## src/rtl/dlrx_pkg.sv

```systemverilog
package dlrx_pkg;
  // run lengths of 1 bits that give a bit its meaning
  localparam int STUFF_RUN = 5;
  localparam int FLAG_RUN  = 6;
  localparam int ABORT_RUN = 8;

  typedef enum logic {
    FR_HUNT = 1'b0,
    FR_OPEN = 1'b1
  } frame_state_e;
endpackage

```

## src/rtl/dl_bit_front.sv

```systemverilog
// Classifies each incoming bit (data, stuffed zero, flag end, abort) and
// holds data bits back long enough to drop the leading bits of a flag.
module dl_bit_front
  import dlrx_pkg::*;
#(
  parameter int DW = 8
) (
  input  logic clk,
  input  logic rst_n,
  input  logic bit_en,
  input  logic bit_in,
  output logic emit_vld,
  output logic emit_bit,
  output logic flag_evt,
  output logic abort_evt
);
  localparam int HOLD = DW - 1;
  localparam int CW   = $clog2(HOLD + 1);
  localparam int OW   = $clog2(ABORT_RUN + 1);
  localparam logic [OW-1:0] K_STUFF = OW'(STUFF_RUN);
  localparam logic [OW-1:0] K_FLAG  = OW'(FLAG_RUN);
  localparam logic [OW-1:0] K_ABORT = OW'(ABORT_RUN);
  localparam logic [CW-1:0] K_HOLD  = CW'(HOLD);

  logic [OW-1:0]   ones_q;
  logic [HOLD-1:0] hold_q;
  logic [CW-1:0]   fill_q;
  logic            push;
  logic            full;

  always_comb begin
    flag_evt  = bit_en && !bit_in && (ones_q == K_FLAG);
    abort_evt = bit_en &&  bit_in && (ones_q == K_ABORT - 1'b1);
    // a 1 after six ones and a 0 after five or more ones are never data
    push      = bit_en && !(bit_in && (ones_q >= K_FLAG))
                       && !(!bit_in && (ones_q >= K_STUFF));
    full      = (fill_q == K_HOLD);
    emit_vld  = push && full;
    emit_bit  = hold_q[HOLD-1];
  end

  always_ff @(posedge clk or negedge rst_n) begin
    if (!rst_n) begin
      ones_q <= '0;
      hold_q <= '0;
      fill_q <= '0;
    end else if (bit_en) begin
      if (bit_in) begin
        if (ones_q != K_ABORT) ones_q <= ones_q + 1'b1;
      end else begin
        ones_q <= '0;
      end
      if (flag_evt || abort_evt) begin
        fill_q <= '0;
      end else if (push) begin
        hold_q <= {hold_q[HOLD-2:0], bit_in};
        if (!full) fill_q <= fill_q + 1'b1;
      end
    end
  end
endmodule

```

## src/rtl/dl_byte_asm.sv

```systemverilog
// Packs data bits LSB first into a word; `done` marks the completing bit.
module dl_byte_asm #(
  parameter int DW = 8
) (
  input  logic          clk,
  input  logic          rst_n,
  input  logic          clear,
  input  logic          in_vld,
  input  logic          in_bit,
  output logic          done,
  output logic [DW-1:0] word
);
  localparam int CW = $clog2(DW);
  localparam logic [CW-1:0] K_LAST = CW'(DW - 1);

  logic [DW-1:0] sr_q;
  logic [CW-1:0] cnt_q;

  always_comb begin
    word = {in_bit, sr_q[DW-1:1]};
    done = in_vld && !clear && (cnt_q == K_LAST);
  end

  always_ff @(posedge clk or negedge rst_n) begin
    if (!rst_n) begin
      sr_q  <= '0;
      cnt_q <= '0;
    end else if (clear) begin
      cnt_q <= '0;
    end else if (in_vld) begin
      sr_q  <= word;
      cnt_q <= done ? '0 : cnt_q + 1'b1;
    end
  end
endmodule

```

## src/rtl/dl_match_unit.sv

```systemverilog
// Compares a byte with each programmed match value.
module dl_match_unit #(
  parameter int DW     = 8,
  parameter int NMATCH = 2
) (
  input  logic [DW-1:0]        word,
  input  logic [NMATCH*DW-1:0] refs,
  output logic                 hit
);
  logic [NMATCH-1:0] eq;

  for (genvar i = 0; i < NMATCH; i++) begin : g_cmp
    assign eq[i] = (refs[i*DW +: DW] == word);
  end

  assign hit = |eq;
endmodule

```

## src/rtl/dl_flag_rx.sv

```systemverilog
module dl_flag_rx
  import dlrx_pkg::*;
#(
  parameter int DW     = 8,
  parameter int NMATCH = 2
) (
  input  logic                 clk,
  input  logic                 rst_n,
  input  logic                 bit_en,
  input  logic                 bit_in,
  input  logic [NMATCH*DW-1:0] match_vals,
  input  logic                 clr_status,
  output logic [DW-1:0]        rx_data,
  output logic                 rx_valid,
  input  logic                 rx_ready,
  output logic                 byte_stb,
  output logic                 match_stb,
  output logic                 st_match,
  output logic                 st_link,
  output logic                 link_armed
);
  frame_state_e state_q;
  logic         got_byte_q;
  logic         emit_vld, emit_bit, flag_evt, abort_evt;
  logic         asm_clear, asm_done;
  logic [DW-1:0] asm_word;
  logic         hit;
  logic         byte_ok, first_hit, frame_end, set_link;

  dl_bit_front #(.DW(DW)) u_front (
    .clk(clk), .rst_n(rst_n), .bit_en(bit_en), .bit_in(bit_in),
    .emit_vld(emit_vld), .emit_bit(emit_bit),
    .flag_evt(flag_evt), .abort_evt(abort_evt)
  );

  assign asm_clear = flag_evt || abort_evt || (state_q == FR_HUNT);

  dl_byte_asm #(.DW(DW)) u_asm (
    .clk(clk), .rst_n(rst_n), .clear(asm_clear),
    .in_vld(emit_vld), .in_bit(emit_bit),
    .done(asm_done), .word(asm_word)
  );

  dl_match_unit #(.DW(DW), .NMATCH(NMATCH)) u_match (
    .word(asm_word), .refs(match_vals), .hit(hit)
  );

  always_comb begin
    byte_ok   = asm_done && (state_q == FR_OPEN);
    first_hit = byte_ok && !got_byte_q && hit;
    frame_end = flag_evt && (state_q == FR_OPEN) && got_byte_q;
    set_link  = abort_evt || (frame_end && link_armed);
  end

  // frame tracking and armed state
  always_ff @(posedge clk or negedge rst_n) begin
    if (!rst_n) begin
      state_q    <= FR_HUNT;
      got_byte_q <= 1'b0;
      link_armed <= 1'b0;
    end else begin
      if (abort_evt || frame_end) begin
        state_q    <= FR_HUNT;
        got_byte_q <= 1'b0;
        link_armed <= 1'b0;
      end else if (flag_evt && state_q == FR_HUNT) begin
        state_q    <= FR_OPEN;
        got_byte_q <= 1'b0;
      end else if (byte_ok) begin
        got_byte_q <= 1'b1;
        if (first_hit) link_armed <= 1'b1;
      end
    end
  end

  // output holding register
  always_ff @(posedge clk or negedge rst_n) begin
    if (!rst_n) begin
      rx_data   <= '0;
      rx_valid  <= 1'b0;
      byte_stb  <= 1'b0;
      match_stb <= 1'b0;
    end else begin
      byte_stb  <= byte_ok;
      match_stb <= first_hit;
      if (byte_ok) begin
        rx_data  <= asm_word;
        rx_valid <= 1'b1;
      end else if (rx_ready) begin
        rx_valid <= 1'b0;
      end
    end
  end

  // sticky status, an event in the clear cycle wins
  always_ff @(posedge clk or negedge rst_n) begin
    if (!rst_n) begin
      st_match <= 1'b0;
      st_link  <= 1'b0;
    end else begin
      if (first_hit)       st_match <= 1'b1;
      else if (clr_status) st_match <= 1'b0;
      if (set_link)        st_link  <= 1'b1;
      else if (clr_status) st_link  <= 1'b0;
    end
  end
endmodule

```

## config.mk

```make
export PLATFORM = sky130hd
export DESIGN_NAME = dl_flag_rx
export DESIGN_NICKNAME = d
export VERILOG_FILES = /design/src/rtl/dlrx_pkg.sv /design/src/rtl/dl_bit_front.sv /design/src/rtl/dl_byte_asm.sv /design/src/rtl/dl_match_unit.sv /design/src/rtl/dl_flag_rx.sv
export SDC_FILE = /design/constraint.sdc
export NUM_CORES = 1
export LEC_CHECK = 0
export BUFFER_PORTS_ARGS = -buffer_cell sky130_fd_sc_hd__buf_4
export CAP_MARGIN = 20
export CORE_UTILIZATION = 54
export CTS_CLUSTER_DIAMETER = 80
export DETAILED_ROUTE_END_ITERATION = 10
export GPL_TIMING_DRIVEN = 1
export PLACE_DENSITY = 0.88
export SETUP_SLACK_MARGIN = 0.02
export SYNTH_ARGS = -nofsm -noshare
export SYNTH_HDL_FRONTEND = slang
export SYNTH_SLANG_ARGS = --single-unit
```

## constraint.sdc

```tcl
create_clock -name clk -period 4.74 [get_ports clk]
set_input_delay 0.474 -clock clk [delete_from_list [all_inputs] [get_ports clk]]
set_output_delay 0.474 -clock clk [all_outputs]
set_load 0.05 [all_outputs]
```

# Word-level counts from Yosys, hierarchy flattened
# Index checks and enable logic that the tools add are counted.
[totals] latch_bits=0 memories=0 ff_bits=41 wordCells=96 mem_bits_rw=0 romBits=0 input_bits=22
[classes] div_mod_pow=0 add_sub_neg=3 multipliers=0 eq_ne=10 reduce_logical=42 n_lt_le_gt_ge=2 shift=0 muxes=22 bitwise=3
[ops] cell="$logic_and 1x1->1" n=18
[ops] cell="$mux 3" n=6
[ops] cell="$eq 8x8->1" n=2
[ops] cell="$reduce_bool 2->1" n=8
[ops] cell="$mux 1" n=14
[ops] cell="$reduce_and 3->1" n=3
[ops] cell="$eq 4x3->1 const B" n=2
[ops] cell="$ge 4x3->1 const B" n=2
[ops] cell="$mux 4" n=2
[ops] cell="$add 3x1->3 const B" n=2
[ops] cell="$eq 3x3->1 const B" n=2
[ops] cell="$logic_not 1->1" n=5
[ops] cell="$add 4x1->4 const B" n=1
[ops] cell="$logic_or 1x1->1" n=4
[ops] cell="$ne 2x2->1 const B" n=2
[ops] cell="$ne 4x4->1 const B" n=1
[ops] cell="$reduce_and 2->1" n=2
[ops] cell="$not 1->1" n=3
[ops] cell="$reduce_bool 3->1" n=1
[ops] cell="$ne 2x1->1 const B" n=1
[ops] cell="$reduce_or 2->1" n=1

# Logic depth before layout (Yosys ltp)
# Gate-level depths: netlist of run 1.
[depth] ltp_word=15 mapped_depth=7 ltp_nobuf=7

# Cells and area by module
# From an unflattened synthesis of run 1, not the netlist that was laid out.
[hier_totals] cells_unflattened=164 hier_area_um2=2083.2
[by_module_without_submodules] mod="dl_bit_front" area_per_inst_um2=850.8 instances=1 cells_per_inst=71
[by_module_without_submodules] mod="dl_flag_rx" area_per_inst_um2=603.1 instances=1 cells_per_inst=43
[by_module_without_submodules] mod="dl_byte_asm" area_per_inst_um2=457.9 instances=1 cells_per_inst=29
[by_module_without_submodules] mod="dl_match_unit" area_per_inst_um2=171.4 instances=1 cells_per_inst=21

# Least setup slack after synthesis of run 1
# No wires, ideal clock.
[synth_path] path_kind="register -> register" from="register u_front.ones_q[0]" to="register u_asm.sr_q[1]" slack_ps=2599 t_arrival_ps=2016 period_less_slack_ps=2141 n_path_buf=1 stages_incl_launch_ff=8 setup_ps=125 t_required_ps=4615 path_cell_list="dfrtp_1 -> inv_1 -> ha_1 -> or3b_1 -> a31oi_4 -> and3_1 -> buf_4 -> mux2_2"
[synth_between] elab_chain_len=7 word_cells_on_any_way=17 classes_between="order compare: 2; eq/ne: 2; bitwise: 1; reduce/logical: 12"
[synth_rtl] element="start: declaration" line="dl_bit_front.sv:25" rtl="logic [OW-1:0] ones_q;"
[synth_rtl] element="start signal: assignment" line="dl_bit_front.sv:49" rtl="if (ones_q != K_ABORT) ones_q <= ones_q + 1'b1;"
[synth_rtl] element="$ge 4x3->1" line="dl_bit_front.sv:35" rtl="push = bit_en && !(bit_in && (ones_q >= K_FLAG))"
[synth_rtl] element="$logic_and 1x1->1" line="dl_bit_front.sv:35"
[synth_rtl] element="$logic_not 1->1" line="dl_bit_front.sv:35"
[synth_rtl] element="$logic_and 1x1->1" line="dl_bit_front.sv:35"
[synth_rtl] element="$logic_and 1x1->1" line="dl_bit_front.sv:36" rtl="&& !(!bit_in && (ones_q >= K_STUFF));"
[synth_rtl] element="$logic_and 1x1->1" line="dl_bit_front.sv:38" rtl="emit_vld = push && full;"
[synth_rtl] element="$reduce_and 2->1 (no line) (*)"
[synth_rtl] element="end signal: assignment" line="dl_byte_asm.sv:31" rtl="sr_q <= word;"
[synth_rtl] element="end: declaration" line="dl_byte_asm.sv:16" rtl="logic [DW-1:0] sr_q;"
# Every way passes the cells marked *; elsewhere a longest branch is shown, timed or not.
# A chain may end at the register's enable or synchronous reset.

# Worst setup path after layout of run 1
[layout_path] from="register u_front.ones_q[0]" to="register u_asm.sr_q[6]"
# Same word-level chain as after synthesis.

==> load_flow_metrics.sql, run 1 <==
INSERT INTO impl_metrics (metric_group, metric, value, unit) VALUES
('run_status', 'status', 'complete, no violations', ''),
('global_route', 'globalRouteMet1Util', '26.0', '%'),
('global_route', 'grt_util_met3', '5.25', '%'),
('routing', 'wl_per_cell', '15.8', 'um'),
('routing', 'number_of_vias_after_detailed_routing', '1415', ''),
('layout', 'num-fill-cells', '255', ''),
('sta', 'report.final.slew_viol_count', '0', ''),
('clocking', 'cts.htree.levels', '2', ''),
('synth', 'share_of_synthesized_area_occupied_by_flip_flops_and_latches', '49.2', '%'),
('place', 'half_perimeter_wire_length_after_placement', '3010', 'um'),
('floorplan', 'fp-row-count', '21', ''),
('sta', 'finalCritPeriodShare', '50.7', '%'),
('place', 'routabilityCongestion', '0.842', ''),
('routing', 'via_per_inst', '5.64', ''),
('synth', 'synth_cells', '166', ''),
('global_route', 'first_pass_grt_wire_length', '6790', 'um'),
('floorplan', 'io-pin-count', '36', ''),
('sta', 'rsz0062_at_grt', 'no', ''),
('clocking', 'ctsLongestPathBuffers', '2', ''),
('layout', 'diodes', '0', ''),
('synth', 'net_count_synth', '196', ''),
('critical_path', 'crit_path_end_kind', 'flop', ''),
('critical_path', 'critical_path.startpoint_type', 'flop', ''),
('sta', 'fmaxAchievable', '416', 'MHz'),
('global_route', 'grt_pass1_vias', '1503', ''),
('routing', 'drcViolationCount', '0', ''),
('clocking', 'clk_transition_reported_paths', '0.08', 'ns'),
('critical_path', 'crit_chain', 'inv_1 -> ha_1 -> or3b_1 -> a31oi_4 -> and3_1 -> mux2_2', ''),
('critical_path', 'cp_data_required_time', '4.92', 'ns'),
('routing', 'drt_wl_total', '3970', 'um'),
('sta', 'setup_total_negative_slack', '0', 'ns'),
('global_route', 'top_usage_layer', 'met2', ''),
('routing', 'postRouteAntennaNets', '0', ''),
('synth', 'yosysWarningCount', '0', ''),
('clocking', 'cts_resized', '0', ''),
('global_route', 'grt_antenna_before_repair', '0', ''),
('synth', 'mappedNetlistArea', '2030', 'um^2'),
('synth', 'synthFlopType', 'dfrtp_1', ''),
('sta', 'worst_clock_skew', '0.00526', 'ns'),
('pwr', 'leakage_power', '1.21', 'nW'),
('global_route', 'track_usage', '22.4', '%'),
('synth', 'synth.ff_latch_count', '40', ''),
('routing', 'drt_first_pass_iters', '4', ''),
('sta', 'fin_crit', '2.41', 'ns'),
('global_route', 'grt_use_met2', '37.1', '%'),
('layout', 'nNetsFinal', '234', ''),
('floorplan', 'die_y', '63.4', 'um'),
('synth', 'synth-edff-count', '0', ''),
('synth', 'postSynth.asyncResetShare', '100', '%'),
('global_route', 'overflow_left_after_global_routing', '0', ''),
('critical_path', 'regToRegStartpoint', 'u_front.ones_q[0]$_DFFE_PN0P_', ''),
('critical_path', 'critical_path.n_buffers_inverters', '1', ''),
('global_route', 'grt_start_max_net_pins', '41', ''),
('clocking', 'cts-buffers-inserted', '5', ''),
('pwr', 'power_density', '391', 'nW/um^2'),
('critical_path', 'timing.critical_path.slowest_cell_delay', '0.44', 'ns'),
('routing', 'violation_count_after_the_first_detailed_routing_iteration', '35', ''),
('critical_path', 'cpMaxStageDelayCell', 'dfrtp_1', ''),
('critical_path', 'timing.critical_path.arrival', '2.58', 'ns'),
('floorplan', 'die_area', '4020', 'um^2'),
('synth', 'synth_cell_types', '40', ''),
('sta', 'max-slew-margin-rel', '67.4', '%'),
('sta', 'report.final.hold_viol_count', '0', ''),
('run', 'cap_violations', '0', ''),
('clocking', 'cts_tree', 'yes', ''),
('place', 'detailedPlace.worstSlack', '2.34', 'ns'),
('critical_path', 'worst_r2r_path_depth', '6', ''),
('critical_path', 'timing.setup.critical_path_class', 'flop to flop', ''),
('worst_hold_path', 'hold_path.class', 'input port to asynchronous set/reset pin', ''),
('floorplan', 'initial_utilization', '58.7', '%'),
('sta', 'worst_pin_slew', '0.489', 'ns');
-- worst paths after layout --
path                                                  to  slack [ns]
setup reg to reg               u_asm.sr_q[6]$_DFFE_PN0P_        2.33
hold / removal                       st_link$_DFFE_PN0P_        0.14
setup / recovery               u_asm.sr_q[6]$_DFFE_PN0P_        2.33
hold reg to reg            u_front.hold_q[2]$_DFFE_PN0P_        0.50
min in group clk                    st_match$_DFFE_PN0P_        0.37
max in group asynchronous  u_front.hold_q[5]$_DFFE_PN0P_        4.26
-- kinds of logic after synthesis --
logic type / share of synthesized area [%]
adders and majority gates: 4.92
DFF: 49.2
buffers and inverters: 3.01
and+or+nand+nor: 11.9
muxes: 15.8
AOI/OAI and AO/OA: 7.87
xor gates and xnor gates: 7.32
-- through the flow --
stage               total power [mW]  util (%)  hold slack [ns]  instance area (um^2)  cells
global placement               0.690      67.1            0.465                  2330    243
floorplan                      0.643         -            0.178                  2030    166
global route                    1.01      69.9            0.172                  2420    251
detailed placement             0.722      67.1            0.474                  2330    243
CTS                            0.959      69.9            0.153                  2420    251
finish                         0.948      69.9            0.144                  2420    251
-- per-layer routing --
metal	routed length (um)	vias up
met1	1620	694
met4	191	0
li1	-	663
met5	0	-
met2	2010	40
met3	150	18
-- cell usage in the layout (no fill, tap or decap), types with 2 or more instances in the layout --
cell	count
dfrtp_1	40
buf_4	35
mux2_4	6
nand2_1	5
nor4_1	4
a21oi_1	3
nor2b_1	3
inv_1	9
clkbuf_8	6
and3_1	3
clkinvlp_4	2
nand2b_1	3
mux2i_1	4
nand3_1	5
o21ai_0	7
mux2_2	17
nand3b_1	3
xor2_1	16
ha_1	8
nor2_1	7
-- registers in the layout (all words and copies together), names as in the netlist, 3 cells and up --
name,cells
rx_data,8
u_front.hold_q,7
u_front.fill_q,3
u_asm.sr_q,7
u_front.ones_q,4
u_asm.cnt_q,3
-- where the power goes --
part / leakage [nW] / switching [mW] / internal [mW]
registers: 0.526 / 0.0731 / 0.411
clock network: 0.0434 / 0.117 / 0.118
logic: 0.639 / 0.107 / 0.123
-- cell usage after synthesis, types with 4 or more instances --
library cell	count	area, um^2
dfrtp_1	40	1000
mux2_2	17	191
xor2_1	16	140
inv_1	9	33.8
ha_1	8	100
nor2_1	7	26.3
o21ai_0	7	35.0
mux2_4	6	90.1
nand2_1	5	18.8
nand3_1	5	25.0
mux2i_1	4	40.0
nor4_1	4	25.0
-- area by class of cell --
type,count,area [um^2],area share [%]
Inverter,9,33.8,1.39
Sequential cell,40,1000,41.3
Clock inverter,2,15.0,0.619
Timing Repair Buffer,35,263,10.8
Tap cell,46,57.6,2.37
Clock buffer,6,82.6,3.41
Multi-Input combinational cell,113,972,40.1
-- worst reg2reg max path, stage by stage, from the launching register on --
cell     delay (ns)
dfrtp_1        0.44
inv_1          0.13
ha_1           0.20
or3b_1         0.43
a31oi_4        0.32
and3_1         0.39
mux2_2         0.38
Power figures use the tool's default switching activity.
==> inputs of run 2 (changes only) <==
clock period = 2.3 ns   (was 4.74 ns; I/O delays follow)
==> run 2 against run 1 <==
Clock-buffer cell count rose by 2. Largest power group unchanged. Utilization increased by 1.1 points. Register-to-register slack got worse by 2.3 ns. Non-clock buffer count is 3 higher. Sequential share of layout area shrank 0.63 points. Via count increased by 0.71%. Routed wire length increased by 3.5%. Critical path type unchanged.
==> load_flow_metrics.sql, run 2 (synthesized netlist as in run 1, its figures left out) <==
INSERT INTO impl_metrics (metric_group, metric, value, unit) VALUES
('run_status', 'status', 'complete, no violations', ''),
('sta', 'fmaxAchievable', '450', 'MHz'),
('pwr', 'power_density', '796', 'nW/um^2'),
('routing', 'drt_first_pass_iters', '4', ''),
('critical_path', 'crit_path_end_kind', 'flop', ''),
('clocking', 'worstSkewPairLatency', '0.30', 'ns'),
('critical_path', 'crit_chain', 'inv_1 -> ha_1 -> or3b_4 -> a31oi_4 -> and3_4 -> mux2_2', ''),
('sta', 'max-slew-margin-rel', '66.9', '%'),
('pwr', 'vdd_drop_max', '0.000732', 'V'),
('floorplan', 'initial_utilization', '58.7', '%'),
('floorplan', 'die_x', '63.4', 'um'),
('critical_path', 'critical_path.max_fanout', '7', ''),
('critical_path', 'cpLargestDelayFamily', 'simple AND/OR/NAND/NOR gates', ''),
('critical_path', 'critical_path.startpoint_type', 'flop', ''),
('routing', 'postRouteAntennaNets', '0', ''),
('layout', 'layout-area-overhead-vs-synth', '21.0', '%'),
('global_route', 'grt_start_max_net_pins', '41', ''),
('clocking', 'cts_sinks', '40', ''),
('sta', 'setup_total_negative_slack', '0', 'ns'),
('critical_path', 'cp_data_required_time', '2.48', 'ns'),
('sta', 'report.final.slew_viol_count', '0', ''),
('routing', 'via_per_inst', '5.61', ''),
('routing', 'number_of_vias_after_detailed_routing', '1425', ''),
('global_route', 'first_pass_grt_wire_length', '6870', 'um'),
('layout', 'post_route_cells_drive_above_1_share', '35.6', '%'),
('sta', 'worst_clock_skew', '0.00432', 'ns'),
('clocking', 'cts_tree', 'yes', ''),
('critical_path', 'cpMaxStageDelayCell', 'dfrtp_1', ''),
('layout', 'flip_flop_count_of_the_largest_register_after_layout', '8', ''),
('routing', 'wl_per_cell', '16.2', 'um'),
('clocking', 'cts.htree.levels', '2', ''),
('place', 'routabilityCongestion', '0.860', ''),
('clocking', 'ctsLongestPathBuffers', '2', ''),
('sta', 'rsz0062_at_grt', 'no', ''),
('global_route', 'grt_pass1_vias', '1514', ''),
('routing', 'violation_count_after_the_first_detailed_routing_iteration', '51', ''),
('layout', 'top_regs', 'rx_data x8, u_asm.sr_q x7, u_front.hold_q x7', ''),
('clocking', 'ctsRootBufferMaster', 'clkbuf_8', ''),
('place', 'place.port_buffers', '35', ''),
('run', 'cap_violations', '0', ''),
('worst_hold_path', 'hold_path.class', 'input port to flop', ''),
('layout', 'final_common_cell', 'dfrtp_1', ''),
('layout', 'final_design_area_no_fill', '2460', 'um^2'),
('layout', 'largest-register', 'rx_data', ''),
('floorplan', 'io-pin-count', '36', ''),
('sta', 'fin_crit', '2.22', 'ns'),
('pwr', 'leakage_power', '1.23', 'nW'),
('clocking', 'cts-buffers-inserted', '5', ''),
('floorplan', 'die_y', '63.4', 'um'),
('layout', 'layout.area.seq', '1000', 'um^2'),
('clocking', 'clk_transition_reported_paths', '0.07', 'ns'),
('layout', 'final_cell_mix', 'dfrtp_1, buf_4, mux2_2', ''),
('layout', 'diodes', '0', ''),
('floorplan', 'die_area', '4020', 'um^2'),
('sta', 'hold-worst-slack', '0.123', 'ns'),
('layout', 'multiInputGateArea', '980', 'um^2'),
('routing', 'drcViolationCount', '0', ''),
('global_route', 'overflow_left_after_global_routing', '0', ''),
('critical_path', 'timing.critical_path.arrival', '2.40', 'ns'),
('place', 'half_perimeter_wire_length_after_placement', '2910', 'um'),
('routing', 'drt_wl_total', '4100', 'um'),
('sta', 'worst_pin_slew', '0.495', 'ns'),
('layout', 'num-fill-cells', '258', ''),
('critical_path', 'timing.critical_path.slowest_cell_delay', '0.44', 'ns'),
('critical_path', 'timing.setup.critical_path_class', 'flop to flop', ''),
('sta', 'finalSetupViolCount', '0', ''),
('layout', 'nNetsFinal', '237', ''),
('floorplan', 'floorplan.core_area', '3470', 'um^2'),
('sta', 'finalCritPeriodShare', '96.6', '%'),
('floorplan', 'fp-row-count', '21', ''),
('critical_path', 'critical_path.n_buffers_inverters', '1', ''),
('global_route', 'track_usage', '22.5', '%'),
('sta', 'report.final.hold_viol_count', '0', ''),
('place', 'post_placement_cell_area', '2330', 'um^2'),
('global_route', 'grt_antenna_before_repair', '0', '');
[run 2: cell count changes in the layout (fill, tap and decap cells not counted)]
cell / before / now
clkbuf_1: 0 / 2
clkinvlp_4: 2 / 0
and3_1: 3 / 2
and3_4: 0 / 1
buf_12: 0 / 1
buf_4: 35 / 36
dlygate4sd3_1: 0 / 1
or3b_1: 1 / 0
or3b_4: 1 / 2
[run 2: per-stage QoR]
| stage | power, mW | setup slack, ns | cells | util (%) |
|---|---|---|---|---|
| final | 1.96 | 0.0783 | 254 | 71.0 |
| after global routing | 2.07 | 0.0187 | 254 | 71.0 |
| after CTS | 1.96 | 0.0259 | 253 | 70.2 |
| after detailed placement | 1.49 | -0.0230 | 244 | 67.3 |
| after global placement | 1.42 | 0.120 | 244 | 67.3 |
| after floorplan | 1.32 | 0.159 | 166 | - |
[run 2: final timing paths]
check                                               from                            end  slack (ns)  depth (start not counted)
max in group asynchronous                          rst_n         rx_data[2]$_DFFE_PN0P_        1.52                          2
min in group asynchronous                          rst_n            st_link$_DFFE_PN0P_        0.44                          2
hold / removal                                clr_status           st_match$_DFFE_PN0P_        0.12                          2
setup reg to reg           u_front.ones_q[0]$_DFFE_PN0P_      u_asm.sr_q[6]$_DFFE_PN0P_        0.08                          6
hold reg to reg            u_front.hold_q[2]$_DFFE_PN0P_  u_front.hold_q[2]$_DFFE_PN0P_        0.50                          1
setup / recovery           u_front.ones_q[0]$_DFFE_PN0P_      u_asm.sr_q[6]$_DFFE_PN0P_        0.08                          6
[run 2: worst register-to-register path: stages, from the launching register on]
cell and delay, ns:
dfrtp_1 0.44, inv_1 0.14, ha_1 0.20, or3b_4 0.42, a31oi_4 0.26, and3_4 0.29
mux2_2 0.36
[run 2: layer usage]
metal / up-vias / global-route usage [%] / wire [um] / share of wire [%]
met5: - / 0 / 0 / 0
met4: 0 / 6.25 / 116 / 2.8
met3: 14 / 6.34 / 183 / 4.5
met2: 38 / 41.2 / 2210 / 54
met1: 701 / 25.1 / 1600 / 39
li1: 672 / - / - / -
[run 2: power by group]
part	total (mW)	switching, mW	leakage, nW	internal (mW)
Clock	0.475	0.231	0.0455	0.244
Sequential	1.00	0.154	0.526	0.847
Combinational	0.484	0.222	0.658	0.261
Total	1.96	0.607	1.23	1.35
[run 2: area by class of cell]
cell class,instances,share of cell area [%]
clock buffer,8,3.66
tap,46,2.34
inverter,9,1.37
sequential,40,40.7
multi-input combinational,113,39.8
timing repair buffer,38,12.2
[run 2: repair_timing]
item	CTS	global route
hold buffers	1	0
resized for setup	1	2
setup buffers	0	1
setup endpoints to repair	8	18
endpoints found under the hold margin	40	0
pin swaps	1	0
